[src/rtl/mlc_sense_pkg.sv]
package mlc_sense_pkg;
  typedef enum logic [2:0] {
    ST_IDLE,
    ST_PRE,
    ST_RUN,
    ST_PSMP,
    ST_PENC
  } sense_st_e;
endpackage

[src/rtl/mlc_sense_therm_enc.sv]
module mlc_sense_therm_enc #(
  parameter int NBITS = 3,
  localparam int NREF = (1 << NBITS) - 1
) (
  input  logic [NREF-1:0]  therm_i,
  output logic [NBITS-1:0] count_o
);
  // Counting ones tolerates bubbles; the maximum count NREF fits NBITS bits.
  always_comb begin
    count_o = '0;
    for (int i = 0; i < NREF; i++) begin
      count_o = count_o + NBITS'(therm_i[i]);
    end
  end
endmodule

[src/rtl/mlc_sense_bsearch.sv]
module mlc_sense_bsearch #(
  parameter int NBITS = 3,
  localparam int SW = $clog2(NBITS + 1)
) (
  input  logic             clk,
  input  logic             rst_n,
  input  logic             clr_i,
  input  logic             upd_i,
  input  logic [SW-1:0]    step_i,
  input  logic [1:0]       cmp_res_i,
  output logic [NBITS-1:0] ref_o,
  output logic [NBITS-1:0] cur_o
);
  logic [NBITS-1:0] acc_q;
  logic [NBITS-1:0] acc_d;
  logic             fresh;

  // Decision of the previous step comes from the other comparator.
  assign fresh = cmp_res_i[~step_i[0]];

  always_comb begin
    cur_o = acc_q;
    for (int i = 0; i < NBITS; i++) begin
      if (step_i != '0 && i == NBITS - int'(step_i)) begin
        cur_o[i] = fresh;
      end
    end
  end

  always_comb begin
    ref_o = cur_o;
    for (int i = 0; i < NBITS; i++) begin
      if (i == NBITS - 1 - int'(step_i)) begin
        ref_o[i] = 1'b1;
      end
    end
  end

  always_comb begin
    acc_d = acc_q;
    if (clr_i) begin
      acc_d = '0;
    end else if (upd_i) begin
      acc_d = cur_o;
    end
  end

  always_ff @(posedge clk or negedge rst_n) begin
    if (!rst_n) begin
      acc_q <= '0;
    end else begin
      acc_q <= acc_d;
    end
  end

  // The probe always lies above the floor of the range still open.
  assert_ref_above_floor_R3 : assert property (
    @(posedge clk) disable iff (!rst_n) upd_i |-> (ref_o > acc_q));
endmodule

[src/rtl/mlc_sense_ctrl.sv]
module mlc_sense_ctrl
  import mlc_sense_pkg::*;
#(
  parameter int NBITS = 3,
  localparam int SW = $clog2(NBITS + 1)
) (
  input  logic          clk,
  input  logic          rst_n,
  input  logic          start_i,
  input  logic          par_mode_i,
  output logic [SW-1:0] step_o,
  output logic          clr_o,
  output logic          upd_o,
  output logic [1:0]    pre_o,
  output logic [1:0]    strobe_o,
  output logic          par_strobe_o,
  output logic          fin_seq_o,
  output logic          fin_par_o
);
  localparam logic [SW-1:0] LAST = SW'(NBITS);

  sense_st_e     st_q, st_d;
  logic [SW-1:0] step_q, step_d;

  always_comb begin
    st_d         = st_q;
    step_d       = step_q;
    clr_o        = 1'b0;
    upd_o        = 1'b0;
    pre_o        = 2'b00;
    strobe_o     = 2'b00;
    par_strobe_o = 1'b0;
    fin_seq_o    = 1'b0;
    fin_par_o    = 1'b0;
    case (st_q)
      ST_IDLE: begin
        if (start_i) begin
          clr_o = 1'b1;
          st_d  = par_mode_i ? ST_PSMP : ST_PRE;
        end
      end
      ST_PRE: begin
        pre_o[0] = 1'b1;
        step_d   = '0;
        st_d     = ST_RUN;
      end
      ST_RUN: begin
        if (step_q == LAST) begin
          fin_seq_o = 1'b1;
          st_d      = ST_IDLE;
        end else begin
          strobe_o[step_q[0]] = 1'b1;
          if (step_q != LAST - SW'(1)) begin
            pre_o[~step_q[0]] = 1'b1;
          end
          upd_o  = 1'b1;
          step_d = step_q + SW'(1);
        end
      end
      ST_PSMP: begin
        par_strobe_o = 1'b1;
        st_d         = ST_PENC;
      end
      ST_PENC: begin
        fin_par_o = 1'b1;
        st_d      = ST_IDLE;
      end
      default: st_d = ST_IDLE;
    endcase
  end

  always_ff @(posedge clk or negedge rst_n) begin
    if (!rst_n) begin
      st_q   <= ST_IDLE;
      step_q <= '0;
    end else begin
      st_q   <= st_d;
      step_q <= step_d;
    end
  end

  assign step_o = step_q;

  assert_strobe0_precharged_R4 : assert property (
    @(posedge clk) disable iff (!rst_n) strobe_o[0] |-> $past(pre_o[0]));
  assert_strobe1_precharged_R4 : assert property (
    @(posedge clk) disable iff (!rst_n) strobe_o[1] |-> $past(pre_o[1]));
  assert_run_continues_R2 : assert property (
    @(posedge clk) disable iff (!rst_n)
      (st_q == ST_RUN && step_q != LAST) |=> (st_q == ST_RUN));
  assert_busy_start_ignored_R7 : assert property (
    @(posedge clk) disable iff (!rst_n)
      (st_q == ST_RUN && start_i) |=> (st_q == ST_RUN || st_q == ST_IDLE));
endmodule

[src/rtl/mlc_sense_top.sv]
module mlc_sense_top #(
  parameter int NBITS = 3,
  localparam int NREF = (1 << NBITS) - 1,
  localparam int SW = $clog2(NBITS + 1)
) (
  input  logic             clk,
  input  logic             rst_n,
  input  logic             start_i,
  input  logic             par_mode_i,
  input  logic [NREF-1:0]  therm_i,
  input  logic [1:0]       cmp_res_i,
  output logic [NBITS-1:0] ref_sel_o,
  output logic [1:0]       cmp_pre_o,
  output logic [1:0]       cmp_strobe_o,
  output logic             par_strobe_o,
  output logic             done_o,
  output logic [NBITS-1:0] value_o
);
  logic [1:0]       rsync_q;
  logic             rst_sn;
  logic [SW-1:0]    step;
  logic             clr, upd, fin_seq, fin_par;
  logic [NBITS-1:0] cur, cnt;
  logic             done_q, done_d;
  logic [NBITS-1:0] value_q, value_d;

  // Asserted asynchronously, released on a clock edge.
  always_ff @(posedge clk or negedge rst_n) begin
    if (!rst_n) begin
      rsync_q <= 2'b00;
    end else begin
      rsync_q <= {rsync_q[0], 1'b1};
    end
  end
  assign rst_sn = rsync_q[1];

  mlc_sense_ctrl #(.NBITS(NBITS)) u_ctrl (
    .clk          (clk),
    .rst_n        (rst_sn),
    .start_i      (start_i),
    .par_mode_i   (par_mode_i),
    .step_o       (step),
    .clr_o        (clr),
    .upd_o        (upd),
    .pre_o        (cmp_pre_o),
    .strobe_o     (cmp_strobe_o),
    .par_strobe_o (par_strobe_o),
    .fin_seq_o    (fin_seq),
    .fin_par_o    (fin_par)
  );

  mlc_sense_bsearch #(.NBITS(NBITS)) u_search (
    .clk       (clk),
    .rst_n     (rst_sn),
    .clr_i     (clr),
    .upd_i     (upd),
    .step_i    (step),
    .cmp_res_i (cmp_res_i),
    .ref_o     (ref_sel_o),
    .cur_o     (cur)
  );

  mlc_sense_therm_enc #(.NBITS(NBITS)) u_enc (
    .therm_i (therm_i),
    .count_o (cnt)
  );

  always_comb begin
    done_d  = fin_seq | fin_par;
    value_d = value_q;
    if (fin_seq) begin
      value_d = cur;
    end else if (fin_par) begin
      value_d = cnt;
    end
  end

  always_ff @(posedge clk or negedge rst_sn) begin
    if (!rst_sn) begin
      done_q  <= 1'b0;
      value_q <= '0;
    end else begin
      done_q  <= done_d;
      value_q <= value_d;
    end
  end

  assign done_o  = done_q;
  assign value_o = value_q;

  assert_done_single_R6 : assert property (
    @(posedge clk) disable iff (!rst_sn) done_q |=> !done_q);
  assert_value_hold_R6 : assert property (
    @(posedge clk) disable iff (!rst_sn) !done_q |-> $stable(value_q));
  assert_one_strobe_R4 : assert property (
    @(posedge clk) disable iff (!rst_sn) $onehot0(cmp_strobe_o));
  assert_mode_exclusive_R8 : assert property (
    @(posedge clk) disable iff (!rst_sn)
      par_strobe_o |-> (cmp_strobe_o == 2'b00 && cmp_pre_o == 2'b00));
endmodule

[config.mk]
export PLATFORM = sky130hd
export DESIGN_NAME = mlc_sense_top
export DESIGN_NICKNAME = d
export VERILOG_FILES = /design/src/rtl/mlc_sense_pkg.sv /design/src/rtl/mlc_sense_therm_enc.sv /design/src/rtl/mlc_sense_bsearch.sv /design/src/rtl/mlc_sense_ctrl.sv /design/src/rtl/mlc_sense_top.sv
export SDC_FILE = /design/constraint.sdc
export NUM_CORES = 1
export LEC_CHECK = 0
export BUFFER_PORTS_ARGS = -buffer_cell sky130_fd_sc_hd__buf_2
export CORE_MARGIN = 2
export CORE_UTILIZATION = 51
export CTS_CLUSTER_DIAMETER = 60
export DETAILED_ROUTE_END_ITERATION = 6
export HOLD_SLACK_MARGIN = 0.12
export PLACE_DENSITY = 0.8
export SETUP_SLACK_MARGIN = 0.15
export SLEW_MARGIN = 20
export SYNTH_ARGS = -nofsm -noshare
export SYNTH_HDL_FRONTEND = slang
export SYNTH_HIERARCHICAL = 1
export SYNTH_SLANG_ARGS = --single-unit
[constraint.sdc]
create_clock -name clk -period 1.3 [get_ports clk]
set_input_delay 0.065 -clock clk [delete_from_list [all_inputs] [get_ports clk]]
set_output_delay 0.065 -clock clk [all_outputs]
set_load 0.02 [all_outputs]
==> flow_summary_export.csv, run 1 <==
group,metric,value,unit
worst_hold_path,hp-class,"in -> reg",
setup_path,crit_start,"therm_i[1]",
floorplan,core_region_area,1780,um2
route,drtAntennaViolNets,0,
placement,dpl_worst_slack,-1090,ps
setup_path,reg2reg_slack,-270,ps
placement,gp_congestion,0.801,
clocking,cts.clk_slew.worst_paths,80,ps
floorplan,start_util,55.4,%
placement,port_buffers,24,
finish,area_delta_synth_final,62.7,%
route,vias,991,
yosys,synth-simple-area-share,19.7,%
setup_path,cp.arrival,2250,ps
timing,hold_violations,0,
global_routing,grt_use_total,27.7,%
power,p_per_area,2420,nW/um2
timing,min_period,2040,ps
timing,fmax,0.491,GHz
setup_path,worstReg2RegStart,"u_ctrl/step_o[1]",
global_routing,overflow,0,
yosys,synth_top_area_share,35.4,%
yosys,synth_xor_area_share,0,%
yosys,yosysSeqAreaShare,35.4,%
setup_path,critPathLaunchType,"input port",
outcome,status,"finished, violations left",
route,drt_iter0_markers,29,
floorplan,placementRows,15,
power,leakagePower,0.000753,uW
global_routing,grt_pass1_vias,896,
placement,postPlaceCellArea,1330,um2
global_routing,antenna_found_initial,0,
setup_path,cpPeakStageDelay,520,ps
yosys,synthMuxAreaShare,12.0,%
floorplan,die_w,48.0,um
route,avgViaCountPerCell,5.70,
clocking,clk_latency,280,ps
clocking,clock_path_buffers,2,
timing,finalSetupViolCount,18,
clocking,cts_root_buf,"clkbuf_4",
yosys,synth-compound-area-share,9.87,%
timing,worst_slew_pin_slew,526,ps
finish,antenna_cells,0,
finish,drive_above_1_share,61.1,%
flow_run,cap_viol_max_count,0,
setup_path,path_cells,"buf_6 > inv_2 > fa_1 > fa_1 > inv_2 > fa_2 > fa_2 > mux2i_1 > o21ai_1",
setup_path,path_class,"in -> reg",
route,wl,3.26,mm
global_routing,grt_pass1_wl,4.19,mm
timing,relSlewSlack,64.9,%
finish,nets,171,
setup_path,cp_slowest_cell,"fa_2",
yosys,yosysTopAreaCell,"dfrtp_1",
yosys,avgSynthCellArea,10.1,um2
timing,skew,3.36,ps
outcome,violations,"setup timing",
clocking,numCtsBuffers,3,
timing,drv_slew,0,
worst_hold_path,hold_depth,3,
setup_path,reg2reg_depth,6,
yosys,syn_area,988,um2
yosys,synth_edf_count,0,
yosys,synthDistinctLibCells,34,
worst_hold_path,min-delay-start,"par_mode_i",
setup_path,crit_path_max_fanout,1,
floorplan,dieHeight,48.0,um
finish,final_util,90.2,%
clocking,h-tree-depth,1,
finish,final_cell_area,1610,um2
yosys,synth-adder-area-share,13.2,%
clocking,clkSinkCount,14,
timing,holdWs,169,ps
route,drcViolationCount,0,
route,dr.pass1.iters,6,
power,ir_drop,1970,uV
global_routing,grt_max_degree,13,
setup_path,worstSetupEndpointType,"flip-flop",
placement,hpwl,1.55,mm
timing,rsz0062_at_grt,"yes",
yosys,yosys-top-cells-area,"dfrtp_1, fa_1, mux2i_1, inv_1, ha_1",
yosys,ys_warn_count,6,
worst_hold_path,whs_endpoint,"u_ctrl/st_q[1]",
yosys,synth-seq-cells,14,
floorplan,dieArea,2310,um2
setup_path,r2r_end,"u_search/acc_q[1]",
yosys,async_flop_share,100,%
timing,finalCritPeriodShare,157,%
route,wire_per_inst,18.7,um
yosys,synth_top_family_by_area,"simple AND/OR/NAND/NOR gates",
yosys,synth-main-ff-cell,"dfrtp_1",
setup_path,crit_required,1520,ps
finish,fillers,71,
power,total_power,3890,uW
floorplan,io_pins,25,
yosys,synthesis.nets,119,
timing,worst_slack,-735,ps
yosys,synthCells,98,
clocking,cts_tree,"built",
[placed cells by master, fill, tap and decap left out, types with 2 or more instances in the layout]
cell,instances
buf_2,17
buf_4,16
buf_6,12
clkbuf_4,3
dfrtp_1,12
dfrtp_2,2
dlygate4sd3_1,5
fa_1,2
fa_2,2
ha_4,3
inv_1,7
inv_2,4
inv_4,2
mux2_2,2
mux2_4,2
mux2i_1,7
nand2_1,4
nand2b_1,6
nand3b_1,2
nor2_1,2
nor2_4,2
nor3_4,2
nor3b_2,2
nor3b_4,3
o21ai_1,3
o21ai_2,4
[kinds of logic after synthesis]
logic type,count (synthesis)
simple gates,32
fa+ha+maj,8
compound gates,14
buf+inv,18
mux,11
other cells,1
flops,14
[sequential cells by signal, indices dropped and copies added (netlist names)]
register / count
u_ctrl/st_q: 3
value_o: 3
done_o: 1
rsync_q: 2
u_search/acc_q: 3
u_ctrl/step_o: 2
[metrics by stage]
stage	cells	setup TNS (ps)
floorplan	98	-2250
CTS	171	-3550
finish	174	-5190
detailed placement	157	-3030
global placement	157	-2900
global route	174	-5910
[worst max-delay path by stage]
stage                      end  slack [ps]  cells after the start
detailed placement  value_o[1]       -1090                      9
global placement    value_o[1]       -1050                      9
global route        value_o[1]        -830                      9
floorplan           value_o[1]        -890                      8
CTS                 value_o[1]        -740                      9
finish              value_o[1]        -740                      9
[what timing repair did]
item                                    in CTS  in global routing
hold endpoints to repair                     6                  0
endpoints found under the setup margin      18                 19
pin swaps                                    6                  5
hold buffers                                 5                  0
resized for setup                           20                 18
setup buffers                                5                  3
[layer usage]
metal	GRT usage [%]	share of wire, %	routed length [um]
met1	31.5	38	1240
met2	48.0	54	1750
met3	5.66	4.6	149
met4	15.1	3.6	119
met5	0	0	0
[critical path, delay by kind of cell]
kind | cells | cell delay, ps
fa+ha+maj | 4 | 1860
mux | 1 | 70
compound gates | 1 | 110
buf+inv | 3 | 140
[cells in the mapped netlist, types with 2 or more instances]
cell type  instances
nand2_1            4
ha_1               4
inv_1             14
mux2_2             3
o21ai_0            2
buf_6              2
nor3_1             2
o21ai_1            3
nor3b_1            5
nor2_1             4
fa_1               4
dfrtp_1           14
nand3b_1           2
mux2i_1            7
nor4b_1            2
o21ai_2            2
nand2b_1           7
[layout make-up]
cell class	instances	area, um2	area share (%)
Multi-Input combinational cell	66	727	45.2
Tap cell	25	31.3	1.95
Clock buffer	4	26.3	1.63
Inverter	14	65.1	4.05
Sequential cell	14	353	21.9
Timing Repair Buffer	51	405	25.2
[power breakdown]
part           total, uW  switching (uW)  internal (uW)
Sequential           865             270            594
Clock                261             142            119
Combinational       2760            1360           1400
Total               3890            1770           2120
Note: power is estimated with default switching activity, not from simulation.
==> run 2: changes to the inputs <==
- GPL_TIMING_DRIVEN: unset -> 0
==> flow_summary_export.csv, run 2 (same netlist as run 1, synthesis figures left out) <==
group,metric,value,unit
outcome,status,"finished, violations left",
outcome,violations,"setup timing",
placement,hpwl,1.45,mm
finish,final_cell_mix,"buf_6, buf_2, dfrtp_1",
flow_run,cap_viol_max_count,0,
power,p_sw,1960,uW
setup_path,reg2reg_slack,-260,ps
setup_path,worstSetupEndpointType,"flip-flop",
finish,layout_commonest_cell,"buf_6",
clocking,clk_latency,290,ps
timing,relSlewSlack,64.0,%
timing,hold_violations,0,
floorplan,io_pins,25,
worst_hold_path,hp-class,"in -> reg",
route,dr.pass1.iters,4,
power,p_int,2440,uW
floorplan,dieArea,2310,um2
global_routing,grt_use_total,30.1,%
timing,fmax,0.487,GHz
finish,antenna_cells,0,
power,power.share.sequential,18.4,%
timing,min_period,2050,ps
timing,skew,0.798,ps
clocking,clkSinkCount,14,
route,wire_per_inst,21.6,um
timing,finalCritPeriodShare,158,%
setup_path,cp.arrival,2270,ps
power,leakagePower,0.000776,uW
route,wl,3.75,mm
power,ir_drop,1920,uV
power,p_clk_share,5.9,%
finish,drive_above_1_share,64.2,%
floorplan,dieHeight,48.0,um
clocking,numCtsBuffers,3,
floorplan,die_w,48.0,um
timing,drv_slew,0,
placement,port_buffers,24,
timing,worst_slew_pin_slew,539,ps
floorplan,core_region_area,1780,um2
clocking,cts_root_buf,"clkbuf_4",
setup_path,path_class,"in -> reg",
power,p_comb_share,75.7,%
global_routing,grt_pass1_wl,4.56,mm
placement,gp_congestion,0.751,
route,vias,1014,
global_routing,antenna_found_initial,0,
timing,worst_slack,-752,ps
clocking,cts_tree,"built",
global_routing,grt_pass1_vias,944,
global_routing,overflow,0,
clocking,cts.clk_slew.worst_paths,80,ps
setup_path,crit_path_max_fanout,1,
timing,finalSetupViolCount,16,
timing,tns,-4240,ps
timing,rsz0062_at_grt,"yes",
clocking,h-tree-depth,1,
route,drcViolationCount,0,
power,p_per_area,2570,nW/um2
route,drtAntennaViolNets,0,
setup_path,critPathLaunchType,"input port",
clocking,clock_path_buffers,2,
floorplan,placementRows,15,
finish,final_util,95.9,%
route,drt_iter0_markers,49,
global_routing,grt_max_degree,13,
power,power.share.switching,44.5,%
setup_path,crit_required,1510,ps
route,avgViaCountPerCell,5.86,
finish,nets,170,
floorplan,start_util,55.4,%
finish,area_delta_synth_final,73.0,%
placement,dpl_worst_slack,-1120,ps
## run 2: changes by cell type in the layout (fill, tap and decap cells not counted), moves of 2 or more
cell | before | now
buf_2 | 17 | 14
buf_4 | 16 | 10
buf_6 | 12 | 17
buf_12 | 0 | 2
## run 2: power by group through the flow
stage,clock network [uW],registers [uW],logic (uW)
3_3_place_gp,0,810,1860
5_1_grt,289,821,3480
6_report,259,810,3330
3_5_place_dp,0,823,1910
2_1_floorplan,0,836,1480
4_1_cts,261,770,2710
## run 2: worst paths after layout
kind | end | start | depth (start not counted)
max | value_o[1] | therm_i[1] | 9
min in group asynchronous | u_search/acc_q[1] | rsync_q[1] | 0
max in group asynchronous | rsync_q[1] | rst_n | 3
min | u_ctrl/st_q[1] | par_mode_i | 3
max reg2reg | u_ctrl/step_o[1] | u_ctrl/step_o[1] | 5
min reg2reg | u_search/acc_q[1] | rsync_q[1] | 0
## run 2: layout make-up
class                   instances  area, um2
multi-input cells              66        774
repair buffers                 46        403
flip-flops and latches         14        357
fillers                        35       72.6
inverters                      14       65.1
plain buffers                   4       53.8
well taps                      25       31.3
clock buffers                   4       26.3
## run 2: metal layers
layer | vias to the layer above | global-route usage [%] | wire, um | part of all wire (%)
met5 | - | 0 | 0 | 0
met4 | 0 | 13.5 | 158 | 4.2
met3 | 18 | 8.68 | 268 | 7.2
met2 | 67 | 52.8 | 1930 | 51
met1 | 502 | 33.4 | 1390 | 37
li1 | 427 | - | - | -
## run 2: timing repair
action                     CTS  global route
buffers inserted            15             2
setup endpoints to repair   18            18
hold buffers                 5             0
cloned                       0             0
pin swaps                   15             8
resized for setup           37            21
hold endpoints to repair     6             0
## run 2: stage by stage
step | instances | area (um2) | hold WS [ps] | total power (uW)
2_1_floorplan | 98 | 1120 | -231 | 2310
3_3_place_gp | 147 | 1270 | -151 | 2670
3_5_place_dp | 147 | 1270 | -149 | 2730
4_1_cts | 171 | 1600 | 130 | 3740
5_1_grt | 173 | 1710 | 128 | 4590
6_report | 173 | 1710 | 120 | 4400
## run 2: critical path, stage by stage
cell and delay, ps:
buf_6 70, inv_2 30, fa_1 480, fa_1 500, inv_2 40, fa_2 330
fa_2 540, mux2i_1 70, o21ai_1 140
